### config.mk
export PLATFORM = sky130hd
export DESIGN_NAME = ringbuf_tracker
export DESIGN_NICKNAME = d
export VERILOG_FILES = /design/src/rtl/ringbuf_pkg.sv /design/src/rtl/ringbuf_step.sv /design/src/rtl/ringbuf_level.sv /design/src/rtl/ringbuf_mark.sv /design/src/rtl/ringbuf_tracker.sv
export SDC_FILE = /design/constraint.sdc
export NUM_CORES = 1
export LEC_CHECK = 0
export BUFFER_PORTS_ARGS = -buffer_cell sky130_fd_sc_hd__buf_2
export CAP_MARGIN = 20
export CELL_PAD_IN_SITES_DETAIL_PLACEMENT = 0
export CELL_PAD_IN_SITES_GLOBAL_PLACEMENT = 1
export CORE_AREA = 2 2 211 213
export DETAILED_ROUTE_END_ITERATION = 8
export DIE_AREA = 0 0 213 215
export PLACE_DENSITY = 0.88
export SYNTH_ARGS = -nofsm -noshare
export SYNTH_HDL_FRONTEND = slang
export SYNTH_HIERARCHICAL = 1
export SYNTH_SLANG_ARGS = --single-unit
export TNS_END_PERCENT = 1
### constraint.sdc
create_clock -name clk_i -period 13.45 [get_ports clk_i]
set_input_delay 2.0175 -clock clk_i [delete_from_list [all_inputs] [get_ports clk_i]]
set_output_delay 2.0175 -clock clk_i [all_outputs]
set_load 0.005 [all_outputs]
### src/rtl/ringbuf_pkg.sv
package ringbuf_pkg;
  typedef enum logic [2:0] {
    SEL_FIRST = 3'd0,
    SEL_LAST  = 3'd1,
    SEL_RD    = 3'd2,
    SEL_WR    = 3'd3,
    SEL_MARK  = 3'd4
  } cfg_sel_e;
endpackage

### src/rtl/ringbuf_step.sv
module ringbuf_step #(
  parameter int PTR_W = 32,
  parameter int STEP  = 4
) (
  input  logic [PTR_W-1:0] ptr_i,
  input  logic [PTR_W-1:0] first_i,
  input  logic [PTR_W-1:0] last_i,
  output logic [PTR_W-1:0] nxt_o
);
  localparam int AW = PTR_W - 1;

  logic [AW:0] sum;
  logic        wrap;

  always_comb begin
    sum  = {1'b0, ptr_i[AW-1:0]} + (AW+1)'(STEP);
    wrap = sum > {1'b0, last_i[AW-1:0]};
    if (wrap) nxt_o = {~ptr_i[AW], first_i[AW-1:0]};
    else      nxt_o = {ptr_i[AW], sum[AW-1:0]};
  end
endmodule

### src/rtl/ringbuf_level.sv
module ringbuf_level #(
  parameter int PTR_W = 32
) (
  input  logic [PTR_W-1:0] rd_i,
  input  logic [PTR_W-1:0] wr_i,
  input  logic [PTR_W-1:0] first_i,
  input  logic [PTR_W-1:0] last_i,
  output logic [PTR_W-1:0] fill_o,
  output logic [PTR_W-1:0] free_o,
  output logic             empty_o,
  output logic             full_o
);
  localparam int AW = PTR_W - 1;

  logic [PTR_W-1:0] size;
  logic [AW-1:0]    fwd_gap;
  logic [AW-1:0]    back_gap;
  logic             lap_eq;
  logic             addr_eq;

  always_comb begin
    size     = {1'b0, last_i[AW-1:0]} - {1'b0, first_i[AW-1:0]} + PTR_W'(1);
    fwd_gap  = wr_i[AW-1:0] - rd_i[AW-1:0];
    back_gap = rd_i[AW-1:0] - wr_i[AW-1:0];
    lap_eq   = rd_i[AW] == wr_i[AW];
    addr_eq  = rd_i[AW-1:0] == wr_i[AW-1:0];
    if (lap_eq) fill_o = {1'b0, fwd_gap};
    else        fill_o = size - {1'b0, back_gap};
    free_o  = size - fill_o;
    empty_o = lap_eq & addr_eq;
    full_o  = ~lap_eq & addr_eq;
  end
endmodule

### src/rtl/ringbuf_mark.sv
module ringbuf_mark #(
  parameter int PTR_W = 32
) (
  input  logic             clk_i,
  input  logic             rst_ni,
  input  logic [PTR_W-1:0] count_i,
  input  logic [PTR_W-1:0] mark_i,
  input  logic             rearm_i,
  output logic             evt_o
);
  logic armed_q;
  logic exceed;

  assign exceed = count_i > mark_i;
  assign evt_o  = armed_q & exceed;

  // rearm wins over the disarm caused by a visible event
  always_ff @(posedge clk_i or negedge rst_ni) begin
    if (!rst_ni) armed_q <= 1'b0;
    else         armed_q <= rearm_i | (armed_q & ~exceed);
  end
endmodule

### src/rtl/ringbuf_tracker.sv
module ringbuf_tracker
  import ringbuf_pkg::*;
#(
  parameter int PTR_W      = 32,
  parameter int STEP_BYTES = 4,
  parameter bit PLAYBACK   = 1'b1
) (
  input  logic             clk_i,
  input  logic             rst_ni,
  input  logic             cfg_we_i,
  input  logic [2:0]       cfg_sel_i,
  input  logic [PTR_W-1:0] cfg_data_i,
  input  logic             req_i,
  input  logic             rearm_i,
  output logic [PTR_W-1:0] rd_ptr_o,
  output logic [PTR_W-1:0] wr_ptr_o,
  output logic [PTR_W-1:0] fill_o,
  output logic [PTR_W-2:0] offset_o,
  output logic             empty_o,
  output logic             full_o,
  output logic             mark_evt_o,
  output logic             xrun_evt_o
);
  localparam int AW = PTR_W - 1;

  logic [PTR_W-1:0] first_q, last_q, rd_q, wr_q, mark_q;
  logic [PTR_W-1:0] act_ptr, act_nxt, fill, free, mark_cnt;
  logic             empty, full, blocked, adv, xrun_q;
  logic             adv_rd, adv_wr;

  generate
    if (PLAYBACK) begin : g_play
      assign act_ptr  = rd_q;
      assign blocked  = empty;
      assign mark_cnt = free;
      assign adv_rd   = adv;
      assign adv_wr   = 1'b0;
    end else begin : g_cap
      assign act_ptr  = wr_q;
      assign blocked  = full;
      assign mark_cnt = fill;
      assign adv_rd   = 1'b0;
      assign adv_wr   = adv;
    end
  endgenerate

  assign adv = req_i & ~blocked;

  ringbuf_step #(.PTR_W(PTR_W), .STEP(STEP_BYTES)) i_step (
    .ptr_i   (act_ptr),
    .first_i (first_q),
    .last_i  (last_q),
    .nxt_o   (act_nxt)
  );

  ringbuf_level #(.PTR_W(PTR_W)) i_level (
    .rd_i    (rd_q),
    .wr_i    (wr_q),
    .first_i (first_q),
    .last_i  (last_q),
    .fill_o  (fill),
    .free_o  (free),
    .empty_o (empty),
    .full_o  (full)
  );

  ringbuf_mark #(.PTR_W(PTR_W)) i_mark (
    .clk_i   (clk_i),
    .rst_ni  (rst_ni),
    .count_i (mark_cnt),
    .mark_i  (mark_q),
    .rearm_i (rearm_i),
    .evt_o   (mark_evt_o)
  );

  always_ff @(posedge clk_i or negedge rst_ni) begin
    if (!rst_ni) begin
      first_q <= '0;
      last_q  <= '0;
      mark_q  <= '0;
    end else if (cfg_we_i) begin
      if (cfg_sel_i == SEL_FIRST) first_q <= cfg_data_i;
      if (cfg_sel_i == SEL_LAST)  last_q  <= cfg_data_i;
      if (cfg_sel_i == SEL_MARK)  mark_q  <= cfg_data_i;
    end
  end

  // software write beats hardware advance
  always_ff @(posedge clk_i or negedge rst_ni) begin
    if (!rst_ni)                              rd_q <= '0;
    else if (cfg_we_i && cfg_sel_i == SEL_RD) rd_q <= cfg_data_i;
    else if (adv_rd)                          rd_q <= act_nxt;
  end

  always_ff @(posedge clk_i or negedge rst_ni) begin
    if (!rst_ni)                              wr_q <= '0;
    else if (cfg_we_i && cfg_sel_i == SEL_WR) wr_q <= cfg_data_i;
    else if (adv_wr)                          wr_q <= act_nxt;
  end

  always_ff @(posedge clk_i or negedge rst_ni) begin
    if (!rst_ni) xrun_q <= 1'b0;
    else         xrun_q <= req_i & blocked;
  end

  assign rd_ptr_o   = rd_q;
  assign wr_ptr_o   = wr_q;
  assign fill_o     = fill;
  assign offset_o   = act_ptr[AW-1:0] - first_q[AW-1:0];
  assign empty_o    = empty;
  assign full_o     = full;
  assign xrun_evt_o = xrun_q;
endmodule

==> results of run 1 <==
==> final cells by class <==
cell class	instances	area share
Clock buffer	18	0.01978
Clock inverter	12	0.008284
Multi-Input combinational cell	1928	0.6702
Timing Repair Buffer	180	0.04198
Tap cell	592	0.03336
Inverter	272	0.04598
Sequential cell	160	0.1803
Antenna cell	1	0.0001127
==> flip-flops by register name (all words and copies together), names as in the netlist <==
name            count
last_q             31
xrun_evt_o          1
mark_q             32
rd_ptr_o           32
wr_ptr_o           32
i_mark/armed_q      1
first_q            31
==> routing by layer <==
layer | share of wire | global-route usage
met5 | 0 | 0
met2 | 0.44 | 0.4329
met3 | 0.053 | 0.02923
met1 | 0.48 | 0.3980
met4 | 0.025 | 0.07925
==> stage by stage <==
step                      hold WS, ns  worst slack (ns)  instances
after floorplan                0.4807             2.902       2440
after global placement         0.4913             1.425       3132
after detailed placement       0.4969             1.158       3132
after CTS                      0.5107            0.6643       3162
after global routing           0.5234           0.03943       3163
final                          0.5075            0.9045       3163
==> worst reg2reg max path: cells and delay by family, from the launching register on <==
family	cells	cell delay [ns]
AOI/OAI and AO/OA	21	4.94
adders and majority gates	7	2.28
and+or+nand+nor	12	1.66
xor gates and xnor gates	2	0.51
DFF	1	0.44
buffers and inverters	2	0.09
==> cells in the final DEF, fill, tap and decap left out, types with 17 or more instances in the layout <==
cell / count
sky130_fd_sc_hd__a211oi_1: 18
sky130_fd_sc_hd__a21o_1: 62
sky130_fd_sc_hd__a21oi_1: 184
sky130_fd_sc_hd__a31oi_1: 17
sky130_fd_sc_hd__and2_1: 17
sky130_fd_sc_hd__and3_1: 19
sky130_fd_sc_hd__buf_2: 169
sky130_fd_sc_hd__clkbuf_16: 17
sky130_fd_sc_hd__dfrtp_1: 160
sky130_fd_sc_hd__ha_1: 269
sky130_fd_sc_hd__inv_1: 269
sky130_fd_sc_hd__mux2_2: 102
sky130_fd_sc_hd__mux2_4: 29
sky130_fd_sc_hd__mux2i_1: 42
sky130_fd_sc_hd__nand2_1: 198
sky130_fd_sc_hd__nand2b_1: 23
sky130_fd_sc_hd__nand3_1: 56
sky130_fd_sc_hd__nand4_1: 38
sky130_fd_sc_hd__nor2_1: 119
sky130_fd_sc_hd__nor2b_1: 23
sky130_fd_sc_hd__nor3_1: 37
sky130_fd_sc_hd__o211ai_1: 20
sky130_fd_sc_hd__o21a_1: 38
sky130_fd_sc_hd__o21ai_0: 161
sky130_fd_sc_hd__o21bai_1: 26
sky130_fd_sc_hd__xnor2_1: 127
sky130_fd_sc_hd__xor2_1: 59
==> worst paths after layout <==
check,startpoint,end
worst max-delay path,first_q[1]$_DFFE_PN0P_,mark_evt_o
worst min-delay path,mark_q[26]$_DFFE_PN0P_,mark_q[26]$_DFFE_PN0P_
worst max register to register,first_q[1]$_DFFE_PN0P_,i_mark/armed_q$_DFF_PN0_
worst min register to register,mark_q[26]$_DFFE_PN0P_,mark_q[26]$_DFFE_PN0P_
max in group asynchronous,rst_ni,xrun_evt_o$_DFF_PN0_
min in group asynchronous,rst_ni,rd_ptr_o[3]$_DFFE_PN0P_
==> reports/qor.csv, run 1 <==
metric;value;unit
share of layout cells above drive strength 1;0.1642;
cell at the root of the clock tree;sky130_fd_sc_hd__clkbuf_16;
total I/O pin count;171;
slowest CP cell;sky130_fd_sc_hd__a2111oi_0;
initial antenna violation count;1;
floorplan die area;45800;sq um
clock sink count;160;
Final Max Slew Viols;0;
unrepaired setup endpoints after global routing;false;
post-detail-place hpwl;52.09;mm
IO Port Bufs;170;
r2r worst-path depth;44;
Worst slew margin;0.3739;
global placement routability congestion;0.9347;
Final Net Count;2874;
number of buffers created by CTS;17;
number of buffers added to fix hold violations after cts;0;
vias in the first global route;17930;
Crit path top cell by count;sky130_fd_sc_hd__ha_1;
class of the tightest hold or removal check;reg2reg;
Worst Setup Start Kind;flop;
Min-Delay Path Depth;1;
routed length per placed instance;20.02;microns
Vias/cell;5.805;
global route overflow;0;
starting utilization of the core area;0.4641;
mean instance size in the synthesized netlist;8.302;sq um
level count of the clock H-tree;4;
first drt pass iteration count;6;
width of the die;213;microns
overall via count from detail_route;18360;
Max-Cap Viols;0;
slew of the pin with the lowest slew margin;0.9392;ns
Core Region;43640;sq um
number of instances in the synthesized netlist;2440;
postcts setup bufs;0;
number of rows in the core area;77;
cell family with the largest share of critical-path delay;compound AO/OA/AOI/OAI gates;
fillcell total;4135;
multi-input combinational cell area;14880;sq um
final hold vios;0;
required time of the critical path;11.43;ns
utilization of the core after routing;0.5087;
aggregate routed wire length;63.31;mm
deepest clock path buffer count;2;
remaining design rule violation count;0;
final worst-path cycle share;0.9328;
Skew-Pair Late Insertion Delay;0.44;ns
TritonCTS clock tree;done;
Antenna Violating Nets Remaining;0;
Syn Nets;2755;
first-pass GRT wire length;99.06;mm
Synthesis Warnings;6;
placed cell area;21580;sq um
layout overhead on the synthesized area;9.604;%
cell area after technology mapping;20260;sq um
setup tns final;0;ns
maximum number of pins on one net before global-route repair;88;
largest driver fanout on the critical path;5;
Starting DRT DRC Count;1338;
cts repair resizes;0;
post-route clock skew;0.01057;ns
biggest cell delay along the critical path;0.61;ns
kind of end point of the critical path;output port;
sequential cell area;4004;sq um
Fmax achieved;79.71;MHz
global routing usage summed across all routing layers;0.2757;
final-report setup violation count;0;
height of the die;215;microns
Crit Path Class;reg2out;
stages on the worst setup path;45;
buffering stage count on the worst path with inverters included;3;
Final min period;12.55;ns
CTS clock-pin slew for the worst setup and hold paths;0.07;ns
internal reg-to-reg setup slack;3.44;ns
result of the run;complete, no violations;
final instance area;22200;sq um
critical path arrival;10.53;ns
Power of run 1 is not shown: default switching activity piles up to over one toggle a cycle in this logic, so the estimate is an artifact.
==> inputs of run 2 (changes only) <==
--- a/config.mk
+++ b/config.mk
@@ -9,12 +9,11 @@
 export CAP_MARGIN = 20
 export CELL_PAD_IN_SITES_DETAIL_PLACEMENT = 0
 export CELL_PAD_IN_SITES_GLOBAL_PLACEMENT = 1
-export CORE_AREA = 2 2 211 213
+export CORE_AREA = 2 2 203 205
 export DETAILED_ROUTE_END_ITERATION = 8
-export DIE_AREA = 0 0 213 215
-export PLACE_DENSITY = 0.88
+export DIE_AREA = 0 0 205 207
+export PLACE_DENSITY = 0.89
 export SYNTH_ARGS = -nofsm -noshare
 export SYNTH_HDL_FRONTEND = slang
-export SYNTH_HIERARCHICAL = 1
 export SYNTH_SLANG_ARGS = --single-unit
 export TNS_END_PERCENT = 1
==> constraint.sdc (replaced) <==
create_clock -name clk_i -period 13.45 [get_ports clk_i]
set_input_delay 2.69 -clock clk_i [delete_from_list [all_inputs] [get_ports clk_i]]
set_output_delay 2.69 -clock clk_i [all_outputs]
set_load 0.005 [all_outputs]
==> run 2 against run 1 <==
  * Non-clock buffer count up 1
  * Core utilization is 0.45 points higher
  * Critical endpoint unchanged
  * Final cell count down 5.0%
  * Global-route usage grew 0.97 points
  * Critical path type unchanged
  * Die area decreased by 7.3%
  * Cell area fell by 6.7%
  * Synthesized cell count decreased by 4.2%
  * Maximum frequency is 1.8% higher
  * Flip-flop and latch count unchanged
  * Area after synthesis shrank 7.5%
  * Clock skew is essentially flat
  * Worst hold slack gained 0.020 ns
==> reports/qor.csv, run 2 <==
metric;value;unit
global route overflow;0;
Antenna Violating Nets Remaining;0;
IO Port Bufs;170;
total I/O pin count;171;
initial antenna violation count;0;
Worst slew margin;0.3583;
Skew-Pair Late Insertion Delay;0.48;ns
proportion of synthesized chip area in sequential cells;0.2136;
post-route clock skew;0.01075;ns
mean instance size in the synthesized netlist;8.017;sq um
fillcell total;3909;
aggregate routed wire length;60.30;mm
result of the run;complete, no violations;
utilization of the core after routing;0.5133;
cell at the root of the clock tree;sky130_fd_sc_hd__clkbuf_16;
startpoint of the most critical hold path;mark_q[0]$_DFFE_PN0P_;
deepest clock path buffer count;2;
most common library cell in the layout ignoring fill and taps;sky130_fd_sc_hd__ha_1;
first drt pass iteration count;5;
multi-input combinational cell area;13610;sq um
final worst-path cycle share;0.9162;
Crit path top cell by count;sky130_fd_sc_hd__ha_1;
class of the tightest hold or removal check;reg2reg;
remaining design rule violation count;0;
Synthesis Warnings;0;
number of buffers created by CTS;17;
routed length per placed instance;20.07;microns
clock sink count;160;
Core Region;40370;sq um
Final Net Count;2775;
largest cells by area after synthesis;sky130_fd_sc_hd__dfrtp_1 (21%), sky130_fd_sc_hd__ha_1 (18%), sky130_fd_sc_hd__xnor2_1 (6.4%);
critical path arrival;9.63;ns
largest driver fanout on the critical path;4;
primary flip-flop cell chosen by synthesis mapping;sky130_fd_sc_hd__dfrtp_1;
commonest cells after routing, fill and taps aside;sky130_fd_sc_hd__ha_1 (268), sky130_fd_sc_hd__inv_1 (236), sky130_fd_sc_hd__o21ai_0 (217);
global routing usage summed across all routing layers;0.2854;
maximum number of pins on one net before global-route repair;99;
kind of end point of the critical path;output port;
top cell types by occurrence after synthesis;sky130_fd_sc_hd__ha_1 (268), sky130_fd_sc_hd__inv_1 (236), sky130_fd_sc_hd__o21ai_0 (218);
Max-Cap Viols;0;
Vias/cell;5.764;
height of the die;207;microns
cell family with the largest share of critical-path delay;compound AO/OA/AOI/OAI gates;
flip-flop and latch count after synthesis;160;
overall via count from detail_route;17320;
Final Max Slew Viols;0;
cell area after technology mapping;18740;sq um
number of enable-type register cells in the synthesized netlist;0;
required time of the critical path;10.76;ns
Fmax achieved;81.15;MHz
Antenna Diode Count;0;
global placement routability congestion;0.9492;
slowest CP cell;sky130_fd_sc_hd__a2111oi_1;
Crit Path Class;reg2out;
vias in the first global route;16480;
Final min period;12.32;ns
origin of the critical flop-to-flop path;first_q[1]$_DFFE_PN0P_;
number of unique standard cell types used by synthesis;96;
most common cell in the netlist;sky130_fd_sc_hd__ha_1;
biggest cell delay along the critical path;0.89;ns
post-detail-place hpwl;48.69;mm
async set or reset register ratio after synthesis;1.000;
Syn Nets;2652;
Critical path origin;first_q[1]$_DFFE_PN0P_;
slew of the pin with the lowest slew margin;0.9601;ns
Starting DRT DRC Count;1426;
sequential cell area;4004;sq um
level count of the clock H-tree;4;
floorplan die area;42440;sq um
number of rows in the core area;74;
CTS clock-pin slew for the worst setup and hold paths;0.07;ns
cts repair resizes;0;
library cell with the largest summed area after synthesis;sky130_fd_sc_hd__dfrtp_1;
unrepaired setup endpoints after global routing;false;
first-pass GRT wire length;93.72;mm
portion of synthesized cell area occupied by the leading cell type;0.2136;
layout overhead on the synthesized area;10.54;%
TritonCTS clock tree;done;
setup tns final;0;ns
final-report setup violation count;0;
number of buffers added to fix hold violations after cts;0;
number of instances in the synthesized netlist;2338;
share of layout cells above drive strength 1;0.1245;
final hold vios;0;
Worst Setup Start Kind;flop;
width of the die;205;microns
postcts setup bufs;0;
buffering stage count on the worst path with inverters included;4;
starting utilization of the core area;0.4643;
[run 2: worst paths after layout]
kind	slack, ns	to	cells past startpoint
setup / recovery	1.13	mark_evt_o	39
hold / removal	0.53	mark_q[0]$_DFFE_PN0P_	1
setup reg to reg	4.25	i_mark.armed_q$_DFF_PN0_	39
hold reg to reg	0.53	mark_q[0]$_DFFE_PN0P_	1
max in group asynchronous	9.65	last_q[12]$_DFFE_PN0P_	2
min in group asynchronous	2.30	last_q[0]$_DFFE_PN0P_	1
[run 2: cells by family after synthesis]
group | Yosys count | share of synthesized area
flops | 160 | 0.2136
simple gates | 606 | 0.1537
xor+xnor | 186 | 0.08965
fa+ha+maj | 277 | 0.1870
compound gates | 720 | 0.2504
buf+inv | 315 | 0.06375
mux | 74 | 0.04192
[run 2: layout make-up]
type / count / share of cell area
clock buffer: 17 / 0.02053
clock inverter: 14 / 0.008696
inverter: 238 / 0.04312
tap: 532 / 0.03213
sequential: 160 / 0.1932
multi-input combinational: 1863 / 0.6569
timing repair buffer: 181 / 0.04535
[run 2: through the flow]
step / cell area, sq um / setup slack (ns) / hold WS [ns] / cells
6_report: 20720 / 1.127 / 0.5273 / 3005
4_1_cts: 20720 / 1.043 / 0.5353 / 3005
5_1_grt: 20720 / 0.4675 / 0.5569 / 3005
3_5_place_dp: 20110 / 1.617 / 0.5193 / 2974
2_1_floorplan: 18740 / 2.763 / 0.4875 / 2338
3_3_place_gp: 20110 / 1.851 / 0.5101 / 2974
[run 2: routing by layer]
layer,vias to the layer above,share of wire,track usage
li1,8496,-,-
met2,505,0.43,0.4295
met1,8257,0.49,0.4293
met3,62,0.059,0.03037
met4,0,0.022,0.08013
met5,-,0,0
Power of run 2 is left out for the same reason.
==> inputs of run 3 (changes only) <==
--- a/config.mk
+++ b/config.mk
@@ -12,7 +12,7 @@
 export CORE_AREA = 2 2 203 205
 export DETAILED_ROUTE_END_ITERATION = 8
 export DIE_AREA = 0 0 205 207
-export PLACE_DENSITY = 0.89
+export PLACE_DENSITY_LB_ADDON = 0.1
 export SYNTH_ARGS = -nofsm -noshare
 export SYNTH_HDL_FRONTEND = slang
 export SYNTH_SLANG_ARGS = --single-unit
==> run 3 against run 2 <==
  * Global-route usage grew 0.78 points
  * Core utilization grew 0.074 points
  * Final cell count is essentially flat
  * Sequential share of layout area is essentially flat
  * Flip-flop and latch count is the same
==> reports/qor.csv, run 3 (synthesis gave the netlist of run 2 again) <==
metric;value;unit
result of the run;complete, no violations;
share of layout cells above drive strength 1;0.1253;
first drt pass iteration count;6;
internal reg-to-reg setup slack;4.26;ns
Antenna Violating Nets Remaining;0;
biggest cell delay along the critical path;0.81;ns
number of buffers added to fix hold violations after cts;0;
routed length per placed instance;20.68;microns
r2r endpoint;i_mark.armed_q$_DFF_PN0_;
Crit Path Class;reg2out;
global routing usage summed across all routing layers;0.2932;
CTS clock-pin slew for the worst setup and hold paths;0.07;ns
level count of the clock H-tree;4;
postcts setup bufs;0;
r2r worst-path depth;39;
Crit path top cell by count;sky130_fd_sc_hd__ha_1;
global-route track usage on met2;0.4152;
routing usage on met3;0.03666;
global placement routability congestion;0.9012;
Vias/cell;5.690;
clock sink count;160;
Core Region;40370;sq um
deepest clock path buffer count;2;
layout overhead on the synthesized area;10.70;%
number of buffers created by CTS;17;
unrepaired setup endpoints after global routing;false;
Starting DRT DRC Count;1317;
Final Max Slew Viols;0;
width of the die;205;microns
cell family with the largest share of critical-path delay;compound AO/OA/AOI/OAI gates;
slew of the pin with the lowest slew margin;1.092;ns
overall via count from detail_route;17110;
Max-Cap Viols;0;
grt met1 use;0.4545;
slowest CP cell;sky130_fd_sc_hd__a2111oi_1;
floorplan die area;42440;sq um
startpoint of the most critical hold path;mark_q[0]$_DFFE_PN0P_;
Worst Setup Start Kind;flop;
critical path arrival;9.60;ns
IO Port Bufs;170;
vias in the first global route;16480;
height of the die;207;microns
TritonCTS clock tree;done;
largest driver fanout on the critical path;4;
setup tns final;0;ns
post-detail-place hpwl;50.44;mm
initial antenna violation count;2;
stages on the worst setup path;39;
kind of end point of the critical path;output port;
aggregate routed wire length;62.18;mm
class of the tightest hold or removal check;reg2reg;
endpoint with the worst hold slack;mark_q[0]$_DFFE_PN0P_;
utilization of the core after routing;0.5140;
Skew-Pair Late Insertion Delay;0.48;ns
Antenna Diode Count;0;
Final Net Count;2776;
final hold vios;0;
cts repair resizes;0;
global route overflow;0;
buffering stage count on the worst path with inverters included;4;
Min-Delay Path Depth;1;
commonest cells after routing, fill and taps aside;sky130_fd_sc_hd__ha_1 (268), sky130_fd_sc_hd__inv_1 (236), sky130_fd_sc_hd__o21ai_0 (217);
Final min period;12.29;ns
most common library cell in the layout ignoring fill and taps;sky130_fd_sc_hd__ha_1;
origin of the critical flop-to-flop path;first_q[1]$_DFFE_PN0P_;
first-pass GRT wire length;94.95;mm
number of rows in the core area;74;
Worst slew margin;0.2652;
starting utilization of the core area;0.4643;
remaining design rule violation count;0;
peak-usage layer in the global routing report;met1;
required time of the critical path;10.76;ns
total I/O pin count;171;
final-report setup violation count;0;
post-route clock skew;0.01547;ns
Fmax achieved;81.36;MHz
final worst-path cycle share;0.9138;
cell at the root of the clock tree;sky130_fd_sc_hd__clkbuf_16;
maximum number of pins on one net before global-route repair;78;
[run 3: cell count changes in the layout (fill, tap and decap cells not counted), sizes merged]
cell / previous run / this run
buf: 181 / 182
clkbuf: 17 / 19
inv: 244 / 243
[run 3: area by class of cell]
cell class / count / area (sq um)
clock buffer: 19 / 452.9
clock inverter: 13 / 175.2
fill: 3990 / 19620
inverter: 238 / 893.4
multi-input combinational: 1863 / 13610
sequential: 160 / 4004
tap: 532 / 665.6
timing repair buffer: 182 / 947.2
[run 3: how the worst max path moves through the flow]
stage,from,end,slack (ns)
2_1_floorplan,first_q[1]$_DFFE_PN0P_,mark_evt_o,2.76
3_3_place_gp,first_q[1]$_DFFE_PN0P_,mark_evt_o,1.85
3_5_place_dp,first_q[1]$_DFFE_PN0P_,mark_evt_o,1.76
4_1_cts,first_q[1]$_DFFE_PN0P_,mark_evt_o,1.24
5_1_grt,first_q[1]$_DFFE_PN0P_,mark_evt_o,0.36
6_report,first_q[1]$_DFFE_PN0P_,mark_evt_o,1.16
[run 3: per-stage QoR]
step                      hold WS [ns]  setup WS, ns  std cells  cell area, sq um
final                           0.5349         1.159       3007             20750
after global routing            0.5740        0.3621       3007             20750
after CTS                       0.5430         1.244       3007             20750
after detailed placement        0.5232         1.763       2975             20120
after global placement          0.5176         1.848       2975             20120
after floorplan                 0.4875         2.763       2338             18740
[run 3: metal layers]
metal / vias to the layer above / routed length, microns
li1: 8496 / -
met1: 8069 / 31830
met2: 477 / 24890
met3: 67 / 3734
met4: 0 / 1713
met5: - / 0
Power of run 3 is left out for the same reason.
